File: src/rtl/asram_pkg.sv
package asram_pkg;
  localparam int unsigned LANES = 4;

  typedef enum logic [1:0] {
    ORG_X32  = 2'd0,
    ORG_X16  = 2'd1,
    ORG_X8   = 2'd2,
    ORG_RSVD = 2'd3
  } org_e;

  typedef enum logic [1:0] {
    ST_IDLE  = 2'd0,
    ST_TURN  = 2'd1,
    ST_READ  = 2'd2,
    ST_WRITE = 2'd3
  } seq_st_e;
endpackage

File: src/rtl/asram_lane_map.sv
module asram_lane_map
  import asram_pkg::*;
#(
  parameter int AW     = 17,
  parameter int LANE_W = 8,
  localparam int DW    = LANES * LANE_W,
  localparam int HW    = AW + 2
) (
  input  org_e              org,
  input  logic [HW-1:0]     haddr,
  input  logic [LANES-1:0]  be,
  input  logic              wr,
  input  logic [DW-1:0]     wdata,
  output logic [AW-1:0]     maddr,
  output logic [LANES-1:0]  lane_en,
  output logic [DW-1:0]     lane_data
);
  logic [1:0] pair_en;

  // Address slicing and lane choice per organisation.
  always_comb begin
    pair_en = wr ? be[1:0] : 2'b11;
    case (org)
      ORG_X16: begin
        maddr   = haddr[AW:1];
        lane_en = haddr[0] ? {pair_en, 2'b00} : {2'b00, pair_en};
      end
      ORG_X8: begin
        maddr   = haddr[AW+1:2];
        lane_en = 4'b0001 << haddr[1:0];
      end
      default: begin
        maddr   = haddr[AW-1:0];
        lane_en = wr ? be : '1;
      end
    endcase
  end

  // Replicate narrow write data onto every lane that could be chosen.
  for (genvar i = 0; i < LANES; i++) begin : g_lane
    assign lane_data[i*LANE_W +: LANE_W] =
      (org == ORG_X8)  ? wdata[LANE_W-1:0] :
      (org == ORG_X16) ? wdata[(i%2)*LANE_W +: LANE_W] :
                         wdata[i*LANE_W +: LANE_W];
  end
endmodule

File: src/rtl/asram_rd_align.sv
module asram_rd_align
  import asram_pkg::*;
#(
  parameter int LANE_W = 8,
  localparam int DW    = LANES * LANE_W
) (
  input  org_e          org,
  input  logic [1:0]    sub,
  input  logic [DW-1:0] raw,
  output logic [DW-1:0] aligned
);
  always_comb begin
    aligned = '0;
    case (org)
      ORG_X16: aligned[2*LANE_W-1:0] = raw[sub[0]*2*LANE_W +: 2*LANE_W];
      ORG_X8:  aligned[LANE_W-1:0]   = raw[sub*LANE_W +: LANE_W];
      default: aligned = raw;
    endcase
  end
endmodule

File: src/rtl/asram_seq.sv
module asram_seq
  import asram_pkg::*;
#(
  parameter int AW     = 17,
  parameter int DW     = 32,
  parameter int T_RD   = 2,
  parameter int T_WP   = 2,
  parameter int T_TURN = 2
) (
  input  logic             clk,
  input  logic             rst,
  input  logic             req_valid,
  input  logic             req_write,
  output logic             req_ready,
  input  org_e             org_in,
  input  logic [1:0]       sub_in,
  input  logic [AW-1:0]    map_addr,
  input  logic [LANES-1:0] map_lanes,
  input  logic [DW-1:0]    map_data,
  input  logic [DW-1:0]    rd_aligned,
  output org_e             org_q,
  output logic [1:0]       sub_q,
  output logic             rsp_valid,
  output logic [DW-1:0]    rsp_rdata,
  output logic [AW-1:0]    mem_addr,
  output logic [LANES-1:0] mem_cs_n,
  output logic [LANES-1:0] mem_we_n,
  output logic             mem_oe_n,
  output logic [DW-1:0]    mem_dq_out,
  output logic             mem_dq_oe
);
  localparam int CMAX = (T_RD > T_WP) ? T_RD : T_WP;
  localparam int CW   = $clog2(CMAX + 1);
  localparam int TW   = $clog2(T_TURN + 1);

  seq_st_e          state;
  logic [CW-1:0]    cnt;
  logic [TW-1:0]    turn_cnt;
  logic [LANES-1:0] lanes_q;

  always_ff @(posedge clk) begin
    if (rst) begin
      state      <= ST_IDLE;
      cnt        <= '0;
      turn_cnt   <= '0;
      lanes_q    <= '0;
      org_q      <= ORG_X32;
      sub_q      <= '0;
      req_ready  <= 1'b1;
      rsp_valid  <= 1'b0;
      rsp_rdata  <= '0;
      mem_addr   <= '0;
      mem_cs_n   <= '1;
      mem_we_n   <= '1;
      mem_oe_n   <= 1'b1;
      mem_dq_out <= '0;
      mem_dq_oe  <= 1'b0;
    end else begin
      rsp_valid <= 1'b0;
      if (turn_cnt != '0) turn_cnt <= turn_cnt - 1'b1;
      case (state)
        ST_IDLE: begin
          if (req_valid && req_ready) begin
            req_ready  <= 1'b0;
            mem_addr   <= map_addr;
            lanes_q    <= map_lanes;
            mem_dq_out <= map_data;
            org_q      <= org_in;
            sub_q      <= sub_in;
            if (!req_write) begin
              mem_cs_n <= ~map_lanes;
              mem_oe_n <= 1'b0;
              cnt      <= CW'(T_RD - 1);
              state    <= ST_READ;
            end else if (turn_cnt <= TW'(1)) begin
              mem_cs_n  <= ~map_lanes;
              mem_we_n  <= ~map_lanes;
              mem_dq_oe <= 1'b1;
              cnt       <= CW'(T_WP - 1);
              state     <= ST_WRITE;
            end else begin
              state <= ST_TURN;
            end
          end
        end
        ST_TURN: begin
          if (turn_cnt <= TW'(1)) begin
            mem_cs_n  <= ~lanes_q;
            mem_we_n  <= ~lanes_q;
            mem_dq_oe <= 1'b1;
            cnt       <= CW'(T_WP - 1);
            state     <= ST_WRITE;
          end
        end
        ST_READ: begin
          if (cnt == '0) begin
            mem_cs_n  <= '1;
            mem_oe_n  <= 1'b1;
            rsp_rdata <= rd_aligned;
            rsp_valid <= 1'b1;
            req_ready <= 1'b1;
            turn_cnt  <= TW'(T_TURN);
            state     <= ST_IDLE;
          end else begin
            cnt <= cnt - 1'b1;
          end
        end
        ST_WRITE: begin
          if (cnt == '0) begin
            mem_cs_n  <= '1;
            mem_we_n  <= '1;
            mem_dq_oe <= 1'b0;
            req_ready <= 1'b1;
            state     <= ST_IDLE;
          end else begin
            cnt <= cnt - 1'b1;
          end
        end
        default: state <= ST_IDLE;
      endcase
    end
  end
endmodule

File: src/rtl/asram_ctrl.sv
module asram_ctrl
  import asram_pkg::*;
#(
  parameter int AW     = 17,
  parameter int LANE_W = 8,
  parameter int T_RD   = 2,
  parameter int T_WP   = 2,
  parameter int T_TURN = 2,
  localparam int DW    = LANES * LANE_W,
  localparam int HW    = AW + 2
) (
  input  logic             clk,
  input  logic             rst,
  input  logic [1:0]       org_mode,
  input  logic             req_valid,
  output logic             req_ready,
  input  logic             req_write,
  input  logic [HW-1:0]    req_addr,
  input  logic [DW-1:0]    req_wdata,
  input  logic [LANES-1:0] req_be,
  output logic             rsp_valid,
  output logic [DW-1:0]    rsp_rdata,
  output logic [AW-1:0]    mem_addr,
  output logic [LANES-1:0] mem_cs_n,
  output logic [LANES-1:0] mem_we_n,
  output logic             mem_oe_n,
  output logic [DW-1:0]    mem_dq_out,
  output logic             mem_dq_oe,
  input  logic [DW-1:0]    mem_dq_in
);
  org_e             org_in;
  org_e             org_q;
  logic [1:0]       sub_q;
  logic [AW-1:0]    map_addr;
  logic [LANES-1:0] map_lanes;
  logic [DW-1:0]    map_data;
  logic [DW-1:0]    rd_aligned;

  assign org_in = org_e'(org_mode);

  asram_lane_map #(.AW(AW), .LANE_W(LANE_W)) u_map (
    .org       (org_in),
    .haddr     (req_addr),
    .be        (req_be),
    .wr        (req_write),
    .wdata     (req_wdata),
    .maddr     (map_addr),
    .lane_en   (map_lanes),
    .lane_data (map_data)
  );

  asram_rd_align #(.LANE_W(LANE_W)) u_align (
    .org     (org_q),
    .sub     (sub_q),
    .raw     (mem_dq_in),
    .aligned (rd_aligned)
  );

  asram_seq #(
    .AW(AW), .DW(DW), .T_RD(T_RD), .T_WP(T_WP), .T_TURN(T_TURN)
  ) u_seq (
    .clk        (clk),
    .rst        (rst),
    .req_valid  (req_valid),
    .req_write  (req_write),
    .req_ready  (req_ready),
    .org_in     (org_in),
    .sub_in     (req_addr[1:0]),
    .map_addr   (map_addr),
    .map_lanes  (map_lanes),
    .map_data   (map_data),
    .rd_aligned (rd_aligned),
    .org_q      (org_q),
    .sub_q      (sub_q),
    .rsp_valid  (rsp_valid),
    .rsp_rdata  (rsp_rdata),
    .mem_addr   (mem_addr),
    .mem_cs_n   (mem_cs_n),
    .mem_we_n   (mem_we_n),
    .mem_oe_n   (mem_oe_n),
    .mem_dq_out (mem_dq_out),
    .mem_dq_oe  (mem_dq_oe)
  );
endmodule

File: config.mk
export PLATFORM = sky130hd
export DESIGN_NAME = asram_ctrl
export DESIGN_NICKNAME = d
export VERILOG_FILES = /design/src/rtl/asram_pkg.sv /design/src/rtl/asram_lane_map.sv /design/src/rtl/asram_rd_align.sv /design/src/rtl/asram_seq.sv /design/src/rtl/asram_ctrl.sv
export SDC_FILE = /design/constraint.sdc
export NUM_CORES = 1
export LEC_CHECK = 0
export BUFFER_PORTS_ARGS = -buffer_cell sky130_fd_sc_hd__buf_4
export CORE_UTILIZATION = 49
export CTS_CLUSTER_DIAMETER = 150
export DETAILED_ROUTE_END_ITERATION = 7
export HOLD_SLACK_MARGIN = 0.1
export PLACE_DENSITY = 0.8
export SYNTH_ARGS = -nofsm -noshare
export SYNTH_HDL_FRONTEND = slang
export SYNTH_SLANG_ARGS = --single-unit
File: constraint.sdc
create_clock -name clk -period 2.35 [get_ports clk]
set_input_delay 0.47 -clock clk [delete_from_list [all_inputs] [get_ports clk]]
set_output_delay 0.47 -clock clk [all_outputs]
set_load 0.01 [all_outputs]
==> Yosys cells after proc, flatten, opt, wreduce, memory -nomap -nowiden <==
Cells that the tools add are included.
{ "totals": {"in_bits": 93, "out_inout_bits": 93, "elab_cells": 108, "reg_bits": 107} }
{ "classes": {"mux": 48, "addsub": 2, "bitwise": 3, "n_shift": 3, "n_reduce_logical": 19, "n_eq_ne": 17, "magnitude_cmp": 1} }
{ "op_table": {"columns": ["op", "count"], "rows": [
  ["$mux 8", 5],
  ["$mux 4", 9],
  ["$pmux 17 s2", 1],
  ["$pmux 8 s2", 2],
  ["$shiftx 32x6->16", 1],
  ["$shiftx 32x6->8", 1],
  ["$mux 2", 13],
  ["$pmux 4 s3", 2],
  ["$mux 16", 1],
  ["$ne 2x1->1 const B", 6],
  ["$pmux 2 s3", 2],
  ["$reduce_and 4->1", 3],
  ["$mux 1", 9],
  ["$eq 2x2->1 const B", 4],
  ["$not 4->4", 2],
  ["$pmux 4 s2", 1],
  ["$eq 2x1->1 const B", 3],
  ["$ne 2x2->1 const B", 3],
  ["$reduce_and 2->1", 3],
  ["$reduce_and 3->1", 2],
  ["$reduce_and 6->1", 1],
  ["$reduce_bool 2->1", 3],
  ["$reduce_or 2->1", 3],
  ["$logic_not 2->1", 2],
  ["other kinds (9)", 11]
]} }

==> Logic depth before layout (Yosys ltp) <==
{ "logic_depth": {"depth_word": 8, "mapped_depth": 9, "depth_no_buf": 6} }

==> Cells and area by module <==
From an unflattened synthesis, not the netlist that was laid out.
{ "unflattened": {"cells_unflattened": 678, "area_unflattened_um2": 5728.0} }
{ "modules_own_cells": {"columns": ["module", "area_per_inst_um2", "seq_area_each_um2", "cells_per_inst", "n_inst"], "rows": [
  ["asram_seq", 3950.0, 2142.1, 416, 1],
  ["asram_lane_map", 922.1, 0.0, 143, 1],
  ["asram_rd_align", 855.8, 0.0, 119, 1]
]} }

==> Worst setup path after synthesis <==
OpenSTA, ideal clock, no wires.
{ "synth_timing": {"path_type": "in2reg", "startpoint": "in org_mode[0]", "endpoint": "reg u_seq.mem_we_n[2]", "required_ns": 2.228, "setup_time_ns": 0.122, "setup_slack_ns": 0.560, "cell_stages": 6, "n_path_buf": 1, "arrival_time_ns": 1.668, "cell_sequence": "inv_1 -> ha_1 -> clkbuf_1 -> a31oi_1 -> nand3b_1 -> a221o_1"} }
{ "synth_via": {"elab_chain_len": 7, "elab_cells_between_ends": 8, "cone_classes": "2 x eq/ne; 5 x mux; 1 x bitwise"} }
{ "synth_lines": {"columns": ["item", "line", "text"], "rows": [
  ["from (decl)", "asram_ctrl.sv:14", "input logic [1:0] org_mode,"],
  ["$eq 2x2->1 / $eq 2x1->1 (equally long branches)", null, null],
  ["$pmux 4 s2 *", "asram_lane_map.sv:23", "case (org)"],
  ["$not 4->4 *", "asram_seq.sv:77", "mem_we_n <= ~map_lanes;"],
  ["$mux 4 *", "asram_seq.sv:75", "end else if (turn_cnt <= TW'(1)) begin"],
  ["$mux 4 *", "asram_seq.sv:70", "if (!req_write) begin"],
  ["$mux 4 *", "asram_seq.sv:63", "if (req_valid && req_ready) begin"],
  ["$pmux 4 s3 *", "asram_seq.sv:61", "case (state)"],
  ["to (signal assigned)", "asram_seq.sv:77", null],
  ["to (signal assigned)", "asram_seq.sv:89", "mem_we_n <= ~lanes_q;"],
  ["to (decl)", "asram_seq.sv:27", "output logic [LANES-1:0] mem_we_n,"]
]} }
Mark *: on every way between the ends. The rest lies on a longest branch, timed or not. The select of a mux whose other input is x is not followed.
A chain may end at the register's enable or synchronous reset.

==> Worst setup path in the final report <==
{ "layout_timing": {"startpoint": "reg u_seq.org_q[0]", "endpoint": "reg u_seq.rsp_rdata[6]"} }
{ "layout_via": {"elab_chain_len": 2, "elab_cells_between_ends": 3, "cone_classes": "2 x eq/ne; 1 x mux"} }
{ "layout_lines": {"columns": ["item", "line", "text"], "rows": [
  ["from (decl)", "asram_seq.sv:21", "output org_e org_q,"],
  ["from (signal assigned)", "asram_seq.sv:68", "org_q <= org_in;"],
  ["$eq 2x2->1 / $eq 2x1->1 (equally long branches)", "asram_rd_align.sv:14", "case (org)"],
  ["$pmux 8 s2 *", "asram_rd_align.sv:14", null],
  ["to (signal assigned)", "asram_seq.sv:99", "rsp_rdata <= rd_aligned;"],
  ["to (decl)", "asram_seq.sv:24", "output logic [DW-1:0] rsp_rdata,"]
]} }
Mark *: on every way between the ends. The rest lies on a longest branch, timed or not.

==> results.md <==
- Final instance area: roughly 6600 um^2
- N_diodes: 0
- Syn nets: just under 700
- Pwr Total: 5.173 mW
- Final period util: 86.73%
- Max cap viols: 0
- Core Area: 9774 um^2
- Register area share after synthesis: roughly 43%
- Detail Route Antenna Nets: 0
- Multi-input gate area: approximately 2500 um^2
- Layer with the highest usage: met2
- Post-DP Area: roughly 6400 um^2
- Post-Route WL: around 14,000 um
- Largest net degree at the start of global routing: 74
- Die area: 10,480 um^2
- Initial antenna violation count: 0
- Worst-path clk slew: 0.11 ns
- Routed wire length per instance: 16.29 um
- Worst EP required: around 2.7 ns
- Worst vdd ir: approximately 400 uV
- Dominant synthesized flop cell: dfxtp_1
- RSZ-0062 raised after global routing: false
- DR iter-0 viols: 241
- Final setup viols: 0
- Global-route wire length before repair: between 20,000 and 25,000 um
- Post-DP HPWL: 10,580 um
- Final nets: 850
- Clock Path Buffers: 2
- Most common cell after layout, fill and taps aside: buf_4
- Vias in the first global route: between 4k and 5k
- M3 GR Usage: under 10%
- Arrival @ worst endpoint: roughly 2.3 ns
- Nature of the critical path endpoint: register
- RR Startpoint: u_seq.org_q[0]
- Path depth of the worst reg2reg path: 6
- Syn. warnings: 0
- Distinct cells, synth: 46
- Starting Density: 50.50%
- Post-CTS setup buffer count: 0
- Tmin final: 2.038 ns
- Placed Cells incl. Taps: about 900
- Num Clock Sinks: between 100 and 150
- Power Dens Cells: 781.8 nW/um^2
- Non-filler cells, final: 890
- Grt met1 use: 34.36%
- Startpoint of the worst hold path: mem_dq_in[29]
- Setup Crit Path Kind: register to register
- Worst Hold Class: input port to register
- Cell count of the worst hold path: 2
- Root Driver: clkbuf_8
- Pre-CTS WS: 0.3441 ns
- Sequential power share: about 44%
- Yosys reg bits: about 110
- Register Area: 2142 um^2
- Sw frac: 34.04%
- Final Max Tran Viols: 0
- Final hold violations: 0
- Switching power: ~1.8 mW
- Synth async-reset ratio: 0%
- Critical path peak fanout: 14
- Clk pwr share: 23.3%
- Power Internal: 3.412 mW
- Hold buffers post-CTS: 0
- TritonCTS buffer count: 9
- Fillers: 831
- DIE HEIGHT: 102.4 um
- Part of the power in combinational logic: about a third
- Final setup TNS: 0 ns
- WHS: ~0.31 ns
- Total number of vias: roughly 5.1k
- Layout area overhead: 34.04%
- Post_cts resized: 0
- Vias per cell: ~5.7
- Post-synth EDFFs: 0
- I/O pin total: about 190
- H-tree lvl count: 3
- TritonCTS clock tree: done
- Most frequent cells in the layout: 199 x buf_4, 124 x nand2_1, 107 x dfxtp_1
- Row count: 36
- R2R Setup Slk: slightly above 0.3 ns
- Total GRT Usage: between 20 and 30%
- Buffers on Ports: ~190
- Pleak: about 2.8 nW
- DR pass1 iterations: 5
- Status: completed
- Post-Syn Area: a little under 5000 um^2
- Skew-Pair Late Insertion Delay: around 0.38 ns
- Nature of the critical path startpoint: register
- Syn_area_per_cell: between 8 and 9 um^2
- Final Core Density: about two thirds
- Layout cells sized above 1: 30.78%
- Skew final: ~0.011 ns
- WHS Endpoint: u_seq.rsp_rdata[29]
- Die Width: about 100 um
- Max Clock Freq: between 400 and 500 MHz
- Gate Count Post-Synth: about 600
- Worst r2r dst: u_seq.rsp_rdata[6]
- Least-Margin Pin Slew: between 0.6 and 0.7 ns
- Met2 GRT Util: 46.72%
- Relative slew margins: 54.63%
- Gpl congestion: just under 0.9
- Total global routing overflow: 0
- PnR worst setup slack: about 0.31 ns
- DRC Markers: 0
==> power groups by stage <==
| stage | clock network, mW | registers [mW] | logic, mW |
|---|---|---|---|
| after floorplan | 0 | 2.37 | 0.864 |
| after global placement | 0 | 2.29 | 1.65 |
| after detailed placement | 0 | 2.31 | 1.70 |
| after CTS | 1.22 | 2.27 | 1.70 |
| after global routing | 1.30 | 2.30 | 1.87 |
| final | 1.20 | 2.27 | 1.70 |
==> cells in the mapped netlist (all sizes together) (11+ instances only) <==
cell type  instances  area, um^2
dfxtp            107        2142
o21ai             37       185.2
a22oi             18       135.1
a221oi            18       157.7
buf               18       97.59
inv               11       41.29
a22o              19       166.4
nor2              47       183.9
clkbuf            31       116.4
a21oi             50       250.2
nand2            124       465.5
a311oi            18       157.7
==> flip-flops by register name, summed over array words and instances, names as in the netlist <==
| signal | count |
|---|---|
| u_seq.mem_dq_oe | 1 |
| u_seq.org_q | 2 |
| u_seq.mem_we_n | 4 |
| u_seq.lanes_q | 4 |
| u_seq.rsp_valid | 1 |
| u_seq.req_ready | 1 |
| u_seq.mem_dq_out | 32 |
| u_seq.rsp_rdata | 32 |
| u_seq.sub_q | 2 |
| u_seq.cnt | 2 |
| u_seq.turn_cnt | 2 |
| u_seq.state | 2 |
| u_seq.mem_addr | 17 |
| u_seq.mem_cs_n | 4 |
| u_seq.mem_oe_n | 1 |
==> worst max-delay path: stages, from the launching register on <==
cell and delay (ns):
dfxtp_1 0.38, inv_1 0.06, ha_1 0.36, nor2b_1 0.22, and2_1 0.49, a221oi_1 0.19
a211oi_1 0.27
==> cells by family (layout without fill, tap and decap cells) <==
group	after synthesis	in the layout	share of synthesized area, %
multiplexers	16	16	5.273
flip-flops	107	107	43.40
AO/OA/AOI/OAI	191	191	26.34
XOR/XNOR	1	1	0.1775
AND/OR/NAND/NOR	210	210	18.38
buffers and inverters	60	227	5.171
adder cells (fa/ha/maj)	5	5	1.267
==> final cells by class <==
class,count,share of cell area (%)
timing repair buffer,200,22.88
inverter,11,0.6241
sequential,107,32.38
tap,133,2.515
multi-input combinational,423,38.45
clock inverter,6,1.078
clock buffer,10,2.080
==> worst max-delay path by stage <==
| stage | start | to | slack (ns) | depth (start not counted) |
|---|---|---|---|---|
| floorplan | org_mode[0] | u_seq.mem_we_n[2] | 0.56 | 6 |
| global placement | u_seq.org_q[0] | u_seq.rsp_rdata[6] | 0.48 | 6 |
| detailed placement | u_seq.org_q[0] | u_seq.rsp_rdata[6] | 0.34 | 6 |
| CTS | u_seq.org_q[0] | u_seq.rsp_rdata[6] | 0.32 | 6 |
| global route | u_seq.org_q[0] | u_seq.rsp_rdata[0] | 0.17 | 6 |
| finish | u_seq.org_q[0] | u_seq.rsp_rdata[6] | 0.31 | 6 |
==> metal layers <==
| layer | routed length (um) | share of wire (%) |
|---|---|---|
| met1 | 5738 | 40 |
| met5 | 0 | 0 |
| met3 | 1318 | 9.1 |
| met2 | 7081 | 49 |
| met4 | 356 | 2.5 |
No activity file was read; power rests on OpenSTA's default activity.
